## config.mk

```make
export PLATFORM = sky130hd
export DESIGN_NAME = tdm_ref_select
export DESIGN_NICKNAME = d
export VERILOG_FILES = /design/src/rtl/tdm_ref_pkg.sv /design/src/rtl/tdm_sync_edge.sv /design/src/rtl/tdm_loss_timer.sv /design/src/rtl/tdm_freerun.sv /design/src/rtl/tdm_src_arbiter.sv /design/src/rtl/tdm_ref_select.sv
export SDC_FILE = /design/constraint.sdc
export NUM_CORES = 1
export LEC_CHECK = 0
export CAP_MARGIN = 20
export CORE_AREA = 3 3 123 125
export DETAILED_ROUTE_END_ITERATION = 6
export DIE_AREA = 0 0 126 128
export GPL_TIMING_DRIVEN = 1
export MAX_ROUTING_LAYER = met4
export PLACE_DENSITY_LB_ADDON = 0.12
export SKIP_CTS_REPAIR_TIMING = 1
export SLEW_MARGIN = 20
export SYNTH_ARGS = -nofsm -noshare
export SYNTH_HDL_FRONTEND = slang
export SYNTH_SLANG_ARGS = --single-unit
```

## constraint.sdc

```tcl
create_clock -name clk -period 2.35 [get_ports clk]
set_input_delay 0.3525 -clock clk [delete_from_list [all_inputs] [get_ports clk]]
set_output_delay 0.3525 -clock clk [all_outputs]
set_load 0.03 [all_outputs]
```

## src/rtl/tdm_ref_pkg.sv

```systemverilog
package tdm_ref_pkg;

   // Index of the lowest set bit, or 32 when the vector is empty.
   function automatic int unsigned lowest_set(input logic [31:0] vec);
      for (int i = 0; i < 32; i++) begin
         if (vec[i]) return i;
      end
      return 32;
   endfunction

endpackage

```

## src/rtl/tdm_sync_edge.sv

```systemverilog
module tdm_sync_edge #(
   parameter int NPORTS = 4
) (
   input  logic              clk,
   input  logic              rst_n,
   input  logic [NPORTS-1:0] raw_i,
   output logic [NPORTS-1:0] rise_o
);

   for (genvar g = 0; g < NPORTS; g++) begin : g_port
      // sh[0], sh[1] synchronise; sh[2] holds the previous synchronised value
      logic [2:0] sh;
      always_ff @(posedge clk or negedge rst_n) begin
         if (!rst_n) sh <= '0;
         else        sh <= {sh[1:0], raw_i[g]};
      end
      assign rise_o[g] = sh[1] & ~sh[2];
   end

endmodule

```

## src/rtl/tdm_loss_timer.sv

```systemverilog
module tdm_loss_timer #(
   parameter int LIMIT = 125000
) (
   input  logic clk,
   input  logic rst_n,
   input  logic rise_i,
   output logic lost_o
);

   localparam int CW = (LIMIT > 2) ? $clog2(LIMIT) : 1;
   localparam logic [CW-1:0] LAST = CW'(LIMIT - 1);

   logic [CW-1:0] cnt;

   always_ff @(posedge clk or negedge rst_n) begin
      if (!rst_n) begin
         cnt    <= '0;
         lost_o <= 1'b1;
      end else if (rise_i) begin
         cnt    <= '0;
         lost_o <= 1'b0;
      end else if (cnt == LAST) begin
         lost_o <= 1'b1;
      end else begin
         cnt <= cnt + 1'b1;
      end
   end

endmodule

```

## src/rtl/tdm_freerun.sv

```systemverilog
module tdm_freerun #(
   parameter int FRAME_CLKS = 31250
) (
   input  logic clk,
   input  logic rst_n,
   output logic pulse_o
);

   localparam int CW = (FRAME_CLKS > 2) ? $clog2(FRAME_CLKS) : 1;
   localparam logic [CW-1:0] LAST = CW'(FRAME_CLKS - 1);

   logic [CW-1:0] cnt;

   always_ff @(posedge clk or negedge rst_n) begin
      if (!rst_n)            cnt <= '0;
      else if (cnt == LAST)  cnt <= '0;
      else                   cnt <= cnt + 1'b1;
   end

   assign pulse_o = (cnt == LAST);

endmodule

```

## src/rtl/tdm_src_arbiter.sv

```systemverilog
module tdm_src_arbiter
   import tdm_ref_pkg::*;
#(
   parameter int NPORTS = 4,
   parameter int SW     = 3
) (
   input  logic              clk,
   input  logic              rst_n,
   input  logic [NPORTS-1:0] live_i,
   input  logic [NPORTS-1:0] rise_i,
   input  logic              fr_pulse_i,
   input  logic              freerun_en_i,
   input  logic              force_en_i,
   input  logic [SW-1:0]     force_src_i,
   output logic [SW-1:0]     src_o,
   output logic              ref_o
);

   localparam logic [SW-1:0] FR_C   = SW'(NPORTS);
   localparam logic [SW-1:0] NONE_C = SW'(NPORTS + 1);

   logic          cur_pulse, cur_live, cur_is_port, may_switch;
   logic [SW-1:0] want;
   int unsigned   lo;

   always_comb begin
      cur_pulse = 1'b0;
      cur_live  = 1'b0;
      for (int i = 0; i < NPORTS; i++) begin
         if (src_o == SW'(i)) begin
            cur_pulse = rise_i[i];
            cur_live  = live_i[i];
         end
      end
      if (src_o == FR_C) begin
         cur_pulse = fr_pulse_i;
         cur_live  = 1'b1;
      end
      cur_is_port = (src_o < FR_C);
      lo          = lowest_set(32'(live_i));

      if (force_en_i)                 want = (force_src_i > NONE_C) ? NONE_C : force_src_i;
      else if (cur_is_port && cur_live) want = src_o;
      else if (|live_i)               want = SW'(lo);
      else if (freerun_en_i)          want = FR_C;
      else                            want = NONE_C;

      // a running source is only left on its own frame pulse
      may_switch = cur_pulse | ~cur_live;
   end

   always_ff @(posedge clk or negedge rst_n) begin
      if (!rst_n) begin
         src_o <= NONE_C;
         ref_o <= 1'b0;
      end else begin
         ref_o <= cur_pulse;
         if (may_switch) src_o <= want;
      end
   end

endmodule

```

## src/rtl/tdm_ref_select.sv

```systemverilog
module tdm_ref_select #(
   parameter int NPORTS         = 4,
   parameter int FRAME_CLKS     = 31250,
   parameter int TIMEOUT_FRAMES = 4,
   parameter bit HAS_FREERUN    = 1'b1,
   parameter int SW             = $clog2(NPORTS + 2)
) (
   input  logic              clk,
   input  logic              rst_n,
   input  logic [NPORTS-1:0] line_sync_i,
   input  logic [NPORTS-1:0] te_mode_i,
   input  logic              freerun_en_i,
   input  logic              force_en_i,
   input  logic [SW-1:0]     force_src_i,
   output logic              ref_sync_o,
   output logic [SW-1:0]     ref_src_o,
   output logic [NPORTS-1:0] sync_lost_o
);

   localparam int LOSS_CLKS = FRAME_CLKS * TIMEOUT_FRAMES;

   initial begin
      param_ports_chk : assert (NPORTS >= 2 && NPORTS <= 32)
         else $fatal(1, "NPORTS out of range");
      param_frame_chk : assert (FRAME_CLKS >= 4 && TIMEOUT_FRAMES >= 1)
         else $fatal(1, "frame timing out of range");
      param_sw_chk : assert (SW >= $clog2(NPORTS + 2))
         else $fatal(1, "SW too narrow");
   end

   logic [NPORTS-1:0] rise_w;
   logic [NPORTS-1:0] active_w;
   logic              fr_pulse_w;

   tdm_sync_edge #(.NPORTS(NPORTS)) u_edge (
      .clk    (clk),
      .rst_n  (rst_n),
      .raw_i  (line_sync_i),
      .rise_o (rise_w)
   );

   for (genvar g = 0; g < NPORTS; g++) begin : g_loss
      tdm_loss_timer #(.LIMIT(LOSS_CLKS)) u_loss (
         .clk    (clk),
         .rst_n  (rst_n),
         .rise_i (rise_w[g]),
         .lost_o (sync_lost_o[g])
      );
   end

   assign active_w = te_mode_i & ~sync_lost_o;

   if (HAS_FREERUN) begin : g_fr
      tdm_freerun #(.FRAME_CLKS(FRAME_CLKS)) u_fr (
         .clk     (clk),
         .rst_n   (rst_n),
         .pulse_o (fr_pulse_w)
      );
   end else begin : g_nofr
      assign fr_pulse_w = 1'b0;
   end

   tdm_src_arbiter #(.NPORTS(NPORTS), .SW(SW)) u_arb (
      .clk          (clk),
      .rst_n        (rst_n),
      .live_i       (active_w),
      .rise_i       (rise_w),
      .fr_pulse_i   (fr_pulse_w),
      .freerun_en_i (freerun_en_i),
      .force_en_i   (force_en_i),
      .force_src_i  (force_src_i),
      .src_o        (ref_src_o),
      .ref_o        (ref_sync_o)
   );

endmodule

```

==> impl.org, run 1 <==
** Status
- The flow ran to the end, but the final reports show violations.
- The final reports fail on negative hold slack.

** Floorplan
- Measured along the y axis, the die boundary spans 128 um.
- The core region is between 10,000 and 15,000 sq um.
- Initial cell density of the core :: 35.1%
- Total Die Area :: 16,100 sq um
- Floorplan die width :: 126 um
- The initialized floorplan defines 43 standard-cell rows.
- 23 I/O pins were placed.

** CTS
- After clock tree synthesis, the clock-pin slew on the worst setup and hold paths is 0.07 ns.
- In this run the deepest clock path goes through 2 buffers.
- CTS tree :: yes
- Source-to-sink clock delay at the later pin of the worst-skew pair :: 0.35 ns
- Number of buffers added by the clock tree synthesis step :: 9
- H-Tree Level Count :: 3
- The clock drives between 100 and 150 sinks.
- The tree is rooted in a sky130_fd_sc_hd__clkbuf_16.

** STA
- After routing, the total negative slack on setup checks comes to 0 ns.
- Setup violations remaining at the end of the flow were counted as 0.
- Ratio of final minimum period to clock period :: 85.6%
- For this run, the top clock speed supported by timing is 497 MHz.
- Between clock sinks in the finished design, the worst skew comes to 0.00693 ns.
- Setup repair after global routing left no endpoint under its margin.
- Clock period minus final worst setup slack :: a little over 2 ns
- Number of hold-slack violations in the final timing report :: 10
- Pin slew with the least headroom to its limit :: 0.586 ns
- The max-slew violation count is 0.
- On the final layout, the worst hold slack is -0.0189 ns.
- Headroom to the max-slew limit :: 60.6%

** Synthesis
- Syn Nets :: about 510
- The synthesized design devotes to its leading area cell type about 49% of total area.
- After Yosys synthesis, XOR and XNOR cells account for 11.1% of the synthesized area.
- Post-Synth Adder-Cell Area :: 1.53%
- Main flop type after synthesis :: sky130_fd_sc_hd__dfrtp_1
- Distinct cells, synth :: 42
- Counting flops and latches in the post-synthesis netlist gives about 100.
- Seq/Total Area, Yosys :: 52.6%
- Compound-Gate Fraction of Synth Area :: around 4.5%
- Biggest area contributors in the synthesized netlist :: sky130_fd_sc_hd__dfrtp_1, sky130_fd_sc_hd__xor2_1, sky130_fd_sc_hd__nor2_1, sky130_fd_sc_hd__xnor2_1, sky130_fd_sc_hd__nand3_1
- After synthesis, the largest family of logic cells by area is simple AND/OR/NAND/NOR gates.
- Area of the mapped netlist :: just under 5000 sq um
- Of all flip-flops after synthesis, the portion carrying an async set or reset was 100%.
- Per-instance average area after synthesis :: 10.1 sq um
- Cell with the most instances after synthesis :: sky130_fd_sc_hd__dfrtp_1
- In the synthesized netlist, the number of instances is 485.
- Summing the areas of all and, or, nand and nor instances in the mapped netlist gives 25.6% of the synthesized area.
- Portion of netlist area occupied by mux cells :: 2.14%
- After synthesis, the most frequently instantiated cells are sky130_fd_sc_hd__dfrtp_1, sky130_fd_sc_hd__nor2_1, sky130_fd_sc_hd__nand3_1.
- Yosys warning total :: 0
- Yosys mapped a number of flops with a built-in enable equal to 0.
- The largest total area in the synthesized netlist belongs to sky130_fd_sc_hd__dfrtp_1.

** Drt
- DR pass1 iterations :: 4
- Violation count after the first detailed-routing iteration :: 197
- In this run the remaining antenna-violating nets after routing total 0.
- DRC Markers :: 0
- Mean number of vias per cell :: 4.92
- For this block, the routed nets add up to 9630 um of wire.
- The routed layout has 3,430 vias.
- Routed len/inst :: 13.8 um

** Setup path
- Along the worst path, the maximum fanout reaches 6.
- STA classifies the critical path endpoint as a primary output.
- Together, buffers and inverters on the worst path number 1.
- Walking the worst path, the cells encountered are clkdlybuf4s50_1.
- Crit path DAT :: 1.66 ns
- Setup slack on the worst reg-to-reg path comes out at about 0.4 ns.
- The worst setup path is launched from a flip-flop.
- Worst path depth :: 1
- Maximum cell stage delay along the critical path :: 0.73 ns
- In this run the worst setup path terminates at ref_src_o[0].
- Reg2Reg Launch Point :: u_arb.src_o[1]
- CP Class :: reg2out
- Destination of the worst register-to-register timing path :: u_arb.src_o[1]
- Worst Path Required :: ~2.0 ns
- The number of cells on the worst reg-to-reg path is 4.
- Grouping stages by cell kind, the critical path spends the most delay in buffers and inverters.
- Crit path max-delay cell type :: sky130_fd_sc_hd__clkdlybuf4s50_1
- Tracing the worst setup path back leads to its startpoint at u_arb.src_o[0].

** Place
- Detailed placement finished with a half-perimeter wire length of 6680 um.
- During placement, the flow inserted port buffers numbering 22.
- The congestion estimate from routability-driven global placement came to 0.777.

** GRT
- For this run the aggregate overflow at the end of global routing stands at 0.
- Entering global routing, the biggest net connects 48 pins.
- In the global route stage, overall resource usage came out at a little over an eighth.
- First-pass GRT wire length :: 16,700 um
- Initial antenna violation count :: 0
- Via count of the first global-routing pass :: ~3,300

** Cells and area
- The final layout contains 533 nets.
- The number of antenna diodes in the final layout is 0.
- Registers take 2580 sq um.
- Area growth from synthesis to layout :: 14.5%
- Multi-input gate area :: 2200 sq um
- Number of inserted filler cells in the final layout :: 1,421
- Cells fill 40.2% of the core in the end.
- Fraction of layout cells with a size suffix above 1 :: under 10%

** Min path
- The min-delay analysis places its worst path in the category in2async.

** Pwr
- Dividing total power by cell area gives a power density of 749 nW/um^2.
- VDD sags by at most 0.407 mV.
- The analysis attributes to cell leakage a power of 2.33 nW.

** Flow run
- Max-cap violations :: 0
layer usage:
layer	GRT usage (%)	wire (um)	share of wire (%)	vias up
li1	-	-	-	1718
met1	17.4	4720	49	1659
met2	19.5	4340	45	48
met3	4.92	479	5.0	5
met4	3.47	94	0.98	0
met5	-	0	0	-
stage by stage:
| stage | area, sq um | setup slack [ns] | power (mW) | cells | hold WS (ns) |
|---|---|---|---|---|---|
| after floorplan | 4910 | 0.283 | 2.52 | 485 | 0.0569 |
| after global placement | 5340 | 0.297 | 2.76 | 681 | 0.342 |
| after detailed placement | 5340 | 0.280 | 2.77 | 681 | 0.340 |
| after CTS | 5630 | 0.304 | 4.29 | 697 | 0.00251 |
| after global routing | 5630 | 0.235 | 4.47 | 697 | 0.0139 |
| final | 5630 | 0.338 | 4.21 | 697 | -0.0189 |
worst min path at each step:
stage,end,cells after the start
floorplan,g_fr.u_fr.cnt[0],0
global placement,u_edge.g_port[1].sh[1],0
detailed placement,u_edge.g_port[1].sh[1],0
CTS,g_loss[2].u_loss.cnt[11],1
global route,g_loss[2].u_loss.cnt[11],1
finish,g_loss[2].u_loss.cnt[11],1
kinds of logic (layout without fill, tap and decap cells):
kind of cell | count (synthesis) | in the layout
buffers and inverters | 23 | 55
adders and majority gates | 6 | 6
AOI/OAI and AO/OA | 38 | 38
DFF | 103 | 103
xor gates and xnor gates | 62 | 62
and+or+nand+nor | 244 | 244
muxes | 9 | 9
placed cells by master, fill, tap and decap left out, types with 7 or more instances in the layout:
cell                              count
sky130_fd_sc_hd__a21oi_1             16
sky130_fd_sc_hd__and3_1               9
sky130_fd_sc_hd__and4_1               7
sky130_fd_sc_hd__buf_4                8
sky130_fd_sc_hd__clkbuf_16            9
sky130_fd_sc_hd__clkdlybuf4s50_1     21
sky130_fd_sc_hd__dfrtp_1             97
sky130_fd_sc_hd__inv_1                9
sky130_fd_sc_hd__nand2_1             30
sky130_fd_sc_hd__nand3_1             42
sky130_fd_sc_hd__nand4_1             12
sky130_fd_sc_hd__nor2_1              80
sky130_fd_sc_hd__nor3_1              18
sky130_fd_sc_hd__o21ai_0             12
sky130_fd_sc_hd__or3_1               11
sky130_fd_sc_hd__xnor2_1             25
sky130_fd_sc_hd__xor2_1              37
registers in the layout, summed over array words and instances, names as in the netlist:
name                  cells
g_fr.u_fr.cnt            15
g_loss.u_loss.lost_o      4
g_loss.u_loss.cnt        68
u_arb.ref_o               1
u_arb.src_o               3
u_edge.g_port.sh         12
cell type report:
class,count,area share (%)
well taps,180,4.00
multi-input cells,359,39.1
repair buffers,30,5.16
clock buffers,11,4.14
inverters,9,0.600
flip-flops and latches,103,45.9
clock inverters,5,1.05
where the power goes:
group | internal [mW] | leakage [nW] | switching [mW]
Clock | 0.827 | 0.136 | 0.652
Sequential | 1.93 | 1.35 | 0.193
Combinational | 0.282 | 0.844 | 0.333
Note: power is estimated with default switching activity, not from simulation.
==> inputs of run 2 (changes only) <==
--- a/config.mk
+++ b/config.mk
@@ -5,10 +5,11 @@
 export SDC_FILE = /design/constraint.sdc
 export NUM_CORES = 1
 export LEC_CHECK = 0
+export ABC_AREA = 1
 export CAP_MARGIN = 20
-export CORE_AREA = 3 3 123 125
+export CORE_AREA = 3 3 127 129
 export DETAILED_ROUTE_END_ITERATION = 6
-export DIE_AREA = 0 0 126 128
+export DIE_AREA = 0 0 130 132
 export GPL_TIMING_DRIVEN = 1
 export MAX_ROUTING_LAYER = met4
 export PLACE_DENSITY_LB_ADDON = 0.12
==> run 2 against run 1 <==
Compared with the run above:
- the flow now finishes without violations
- clock power increased by 4%
- worst setup slack improved by 0.035 ns
- via count increased by 26%
- cell count increased by 28%
- maximum frequency increased by 1.8%
- critical path type unchanged
- clock-buffer cell count decreased by 2
==> impl.org, run 2 <==
** CTS
- The number of levels the H-tree was split into was 3 (unchanged).
- Clock transition at the registers of the reported paths :: 0.07 ns (about the same)
- The maximum root-to-sink buffer count is 2 (unchanged).
- Number of buffers added by the clock tree synthesis step :: 9 (unchanged)
- TritonCTS Sinks :: 103 (unchanged)
- Root buffer cell :: sky130_fd_sc_hd__clkbuf_16 (unchanged)
- The insertion delay of the later-clocked pin in the worst-skew pair was 0.36 ns (was 0.35 ns).
- CTS tree :: yes (unchanged)

** Drt
- DRC Markers :: 0 (unchanged)
- Aggregate routed wire length :: 11,000 um (was 9630 um)
- The detailed-routing iteration count for the pre-antenna-repair pass came to 5 (was 4).
- Antenna-violating nets left :: 0 (unchanged)
- The via count is 4,321 (was 3,430).
- Routed len/inst :: 12.4 um (was 13.8 um)
- Mean number of vias per cell :: 4.84 (was 4.92)
- Violation count after the first detailed-routing iteration :: 191 (was 197)

** Setup path
- The delay of the slowest critical-path stage was 0.72 ns (was 0.73 ns).
- Reg2Reg Launch Point :: g_loss[2].u_loss.cnt[0] (was u_arb.src_o[1])
- The cell type of the slowest stage on the worst timing path was sky130_fd_sc_hd__clkdlybuf4s50_1 (unchanged).
- The critical path data required time was 2.00 ns (about the same).
- CP cell instances :: clkdlybuf4s50_1 (unchanged)
- The maximum fanout along the worst path came to 4 (was 6).
- The critical path class is reg2out (unchanged).
- The critical path capture point type is a primary output (unchanged).
- Destination of the worst register-to-register timing path :: g_loss[2].u_loss.cnt[1] (was u_arb.src_o[1])
- The worst endpoint data arrival time came to 1.62 ns (was 1.66 ns).
- Cell family with most CP delay :: buffers and inverters (unchanged)
- Crit start category :: flip-flop (unchanged)
- The number of buffer and inverter stages on the critical path is 1 (unchanged).
- R2R Setup Slk :: 0.72 ns (was 0.39 ns)
- Number of cells on the worst reg-to-reg path :: 8 (was 4)

** Cells and area
- The area occupied by multi-input gates came to 2300 sq um (was 2200 sq um).
- Post-layout nets :: 720 (was 533)
- The leading cell type in the layout, fill and taps excluded is sky130_fd_sc_hd__nand2_1 (was sky130_fd_sc_hd__dfrtp_1).
- Top library cells by usage in the layout, fill and taps aside: sky130_fd_sc_hd__nand2_1, sky130_fd_sc_hd__nor2_1, sky130_fd_sc_hd__dfrtp_1, sky130_fd_sc_hd__inv_1, sky130_fd_sc_hd__nand3_1 (was sky130_fd_sc_hd__dfrtp_1, sky130_fd_sc_hd__nor2_1, sky130_fd_sc_hd__nand3_1, sky130_fd_sc_hd__xor2_1, sky130_fd_sc_hd__nand2_1).
- Area growth from synthesis to layout :: 14.4% (was 14.5%)
- Largest registers: g_loss.u_loss.cnt x68, g_fr.u_fr.cnt x15, u_edge.g_port.sh x12 (unchanged).
- Number of diodes added for antenna fixing :: 0 (unchanged)
- The fraction of final layout cells with drive strength greater than 1 came to 7.39% (was 6.96%).
- Area of all sequential standard cells :: 2580 sq um (unchanged)
- Final instance area :: 6040 sq um (was 5630 sq um)
- The number of flip-flops under the largest register name came to 68 (unchanged).
- The number of fillers in the final layout came to 1,557 (was 1,421).
- The most flop-heavy register was g_loss.u_loss.cnt (unchanged).
- Final standard cell utilization of the core :: 39.9% (was 40.2%)

** Synthesis
- Share of the synthesized area in the top cell type :: 46.0% (was 49.4%)
- The most used flip-flop cell after synthesis was sky130_fd_sc_hd__dfrtp_1 (unchanged).
- Cell accounting for the most synthesized area :: sky130_fd_sc_hd__dfrtp_1 (unchanged)
- Cells after Synth :: 670 (was 485)
- The number of flops mapped to enable cells by yosys is 0 (unchanged).
- Fraction of synthesis flops using an asynchronous set or reset pin :: 100% (unchanged)
- Biggest area contributors in the synthesized netlist :: sky130_fd_sc_hd__dfrtp_1, sky130_fd_sc_hd__nand2_1, sky130_fd_sc_hd__nor2_1, sky130_fd_sc_hd__inv_1, sky130_fd_sc_hd__nand3_1 (was sky130_fd_sc_hd__dfrtp_1, sky130_fd_sc_hd__xor2_1, sky130_fd_sc_hd__nor2_1, sky130_fd_sc_hd__xnor2_1, sky130_fd_sc_hd__nand3_1)
- Most used standard cells in the synthesized netlist :: sky130_fd_sc_hd__nand2_1, sky130_fd_sc_hd__nor2_1, sky130_fd_sc_hd__dfrtp_1 (was sky130_fd_sc_hd__dfrtp_1, sky130_fd_sc_hd__nor2_1, sky130_fd_sc_hd__nand3_1)
- Area of the mapped netlist :: 5280 sq um (was 4910 sq um)
- Distinct cells, synth :: 35 (was 42)
- The most repeated cell in the gate-level netlist after synthesis is sky130_fd_sc_hd__nand2_1 (was sky130_fd_sc_hd__dfrtp_1).
- The number of warnings reported in the yosys synthesis log was 0 (unchanged).
- Seq/Total Area, Yosys :: 49.0% (was 52.6%)
- Per-instance average area after synthesis :: 7.88 sq um (was 10.1 sq um)
- Syn Nets :: 691 (was 506)
- Number of storage elements in the synthesis netlist :: 103 (unchanged)

** Pwr
- Pwr dens :: 708 nW/um^2 (was 749 nW/um^2)
- The worst supply voltage drop on vdd was 0.424 mV (was 0.407 mV).
- Static leakage power :: 2.79 nW (was 2.33 nW)

** Status
- Run status :: complete, no violations (was complete, but fails checks)

** GRT
- Via count of the first global-routing pass :: 4,080 (was 3,343)
- The number of antenna violations at the first check in global routing is 0 (unchanged).
- The global-route usage over all layers is 14.1% (was 13.3%).
- The wire length of the first global-routing pass is 19,000 um (was 16,700 um).
- Pin count of the biggest net entering global routing :: 40 (was 48)
- The final global-route overflow total came to 0 (unchanged).

** Place
- The number of port buffers came to 22 (unchanged).
- The sum of net half-perimeters after detailed placement is 8150 um (was 6680 um).
- Weighted congestion reported at the end of routability-driven placement :: 0.889 (was 0.777)
- The area after detailed placement was 5720 sq um (was 5340 sq um).

** Floorplan
- The die width was 130 um (was 126 um).
- The area enclosed by the die boundary was 17,200 sq um (was 16,100 sq um).
- Number of ports placed on the die boundary :: 23 (unchanged)
- The initial cell density of the core was 34.9% (was 35.1%).
- Area of the core region :: 15,100 sq um (was 14,000 sq um)
- The row count is 45 (was 43).
- Height of the die :: 132 um (was 128 um)

** Min path
- Hold Path Class :: reg2reg (was in2async)
- The worst hold path terminates at u_edge.g_port[3].sh[1].
- The worst hold path passes through 0 cells.
- Hold Startpoint :: u_edge.g_port[3].sh[0]

** STA
- Setup clock skew after layout :: 0.00568 ns (was 0.00693 ns)
- Achievable Freq :: 506 MHz (was 497 MHz)
- Headroom to the max-slew limit :: 62.9% (was 60.6%)
- Unrepaired setup endpoints after global routing: no (unchanged).
- Finish-stage setup viols :: 0 (unchanged)
- The transition time of the tightest slew-check pin is 0.552 ns (was 0.586 ns).
- Ratio of final minimum period to clock period :: 84.1% (was 85.6%)
- Clock period minus final worst setup slack :: 1.98 ns (was 2.01 ns)
- Total negative setup slack :: 0 ns (unchanged)
- Number of hold-slack violations in the final timing report :: 0 (was 10)
- The max-slew violation count came to 0 (unchanged).

** Flow run
- Max-cap violations :: 0 (unchanged)
==> run 2: cell types whose count changed after synthesis, moves of 19 or more <==
cell	change
sky130_fd_sc_hd__nand2_1	+110
sky130_fd_sc_hd__inv_1	+78
sky130_fd_sc_hd__nor2_1	+24
sky130_fd_sc_hd__xor2_1	-24
sky130_fd_sc_hd__a21oi_1	+19
sky130_fd_sc_hd__xnor2_1	-19
==> run 2: final cells by class <==
| cell class | instances | area share (%) |
|---|---|---|
| Sequential cell | 103 | 42.8 |
| Multi-Input combinational cell | 466 | 38.1 |
| Clock inverter | 7 | 1.33 |
| Timing Repair Buffer | 27 | 4.47 |
| Clock buffer | 9 | 3.73 |
| Inverter | 92 | 5.72 |
| Tap cell | 188 | 3.89 |
==> run 2: metal layers <==
layer | vias up | wire length, um | track usage (%)
li1 | 2226 | - | -
met1 | 2005 | 5380 | 18.6
met2 | 76 | 4950 | 20.9
met3 | 14 | 484 | 3.73
met4 | 0 | 197 | 4.85
met5 | - | 0 | -
==> run 2: how the worst max path moves through the flow <==
stage / slack [ns] / end / depth (start not counted) / start
detailed placement: 0.72 / u_arb.src_o[0] / 9 / te_mode_i[3]
global route: 0.32 / ref_src_o[0] / 1 / u_arb.src_o[0]
finish: 0.37 / ref_src_o[2] / 1 / u_arb.src_o[2]
CTS: 0.33 / ref_src_o[0] / 1 / u_arb.src_o[0]
global placement: 0.71 / u_arb.src_o[0] / 9 / te_mode_i[3]
floorplan: 0.97 / g_fr.u_fr.cnt[14] / 8 / g_fr.u_fr.cnt[0]
==> run 2: stage by stage <==
stage	cells	worst slack [ns]	total power [mW]	hold slack [ns]
after floorplan	670	0.972	2.52	0.0569
after global placement	875	0.715	2.77	0.286
after detailed placement	875	0.718	2.78	0.292
after CTS	891	0.334	4.37	-0.0971
after global routing	892	0.317	4.54	0.364
final	892	0.373	4.28	0.351
==> run 2: power by group <==
group	switching, mW	internal [mW]	leakage [nW]
Combinational	0.424	0.263	1.29
Clock	0.698	0.841	0.153
Sequential	0.126	1.93	1.35
==> run 2: cell families (layout without fill, tap and decap cells) <==
kind of cell,after synthesis,count (layout),synth area share [%]
compound gates,71,71,7.06
buf+inv,101,135,7.49
simple gates,370,370,31.9
fa+ha+maj,6,6,1.42
xor+xnor,19,19,3.15
flops,103,103,49.0
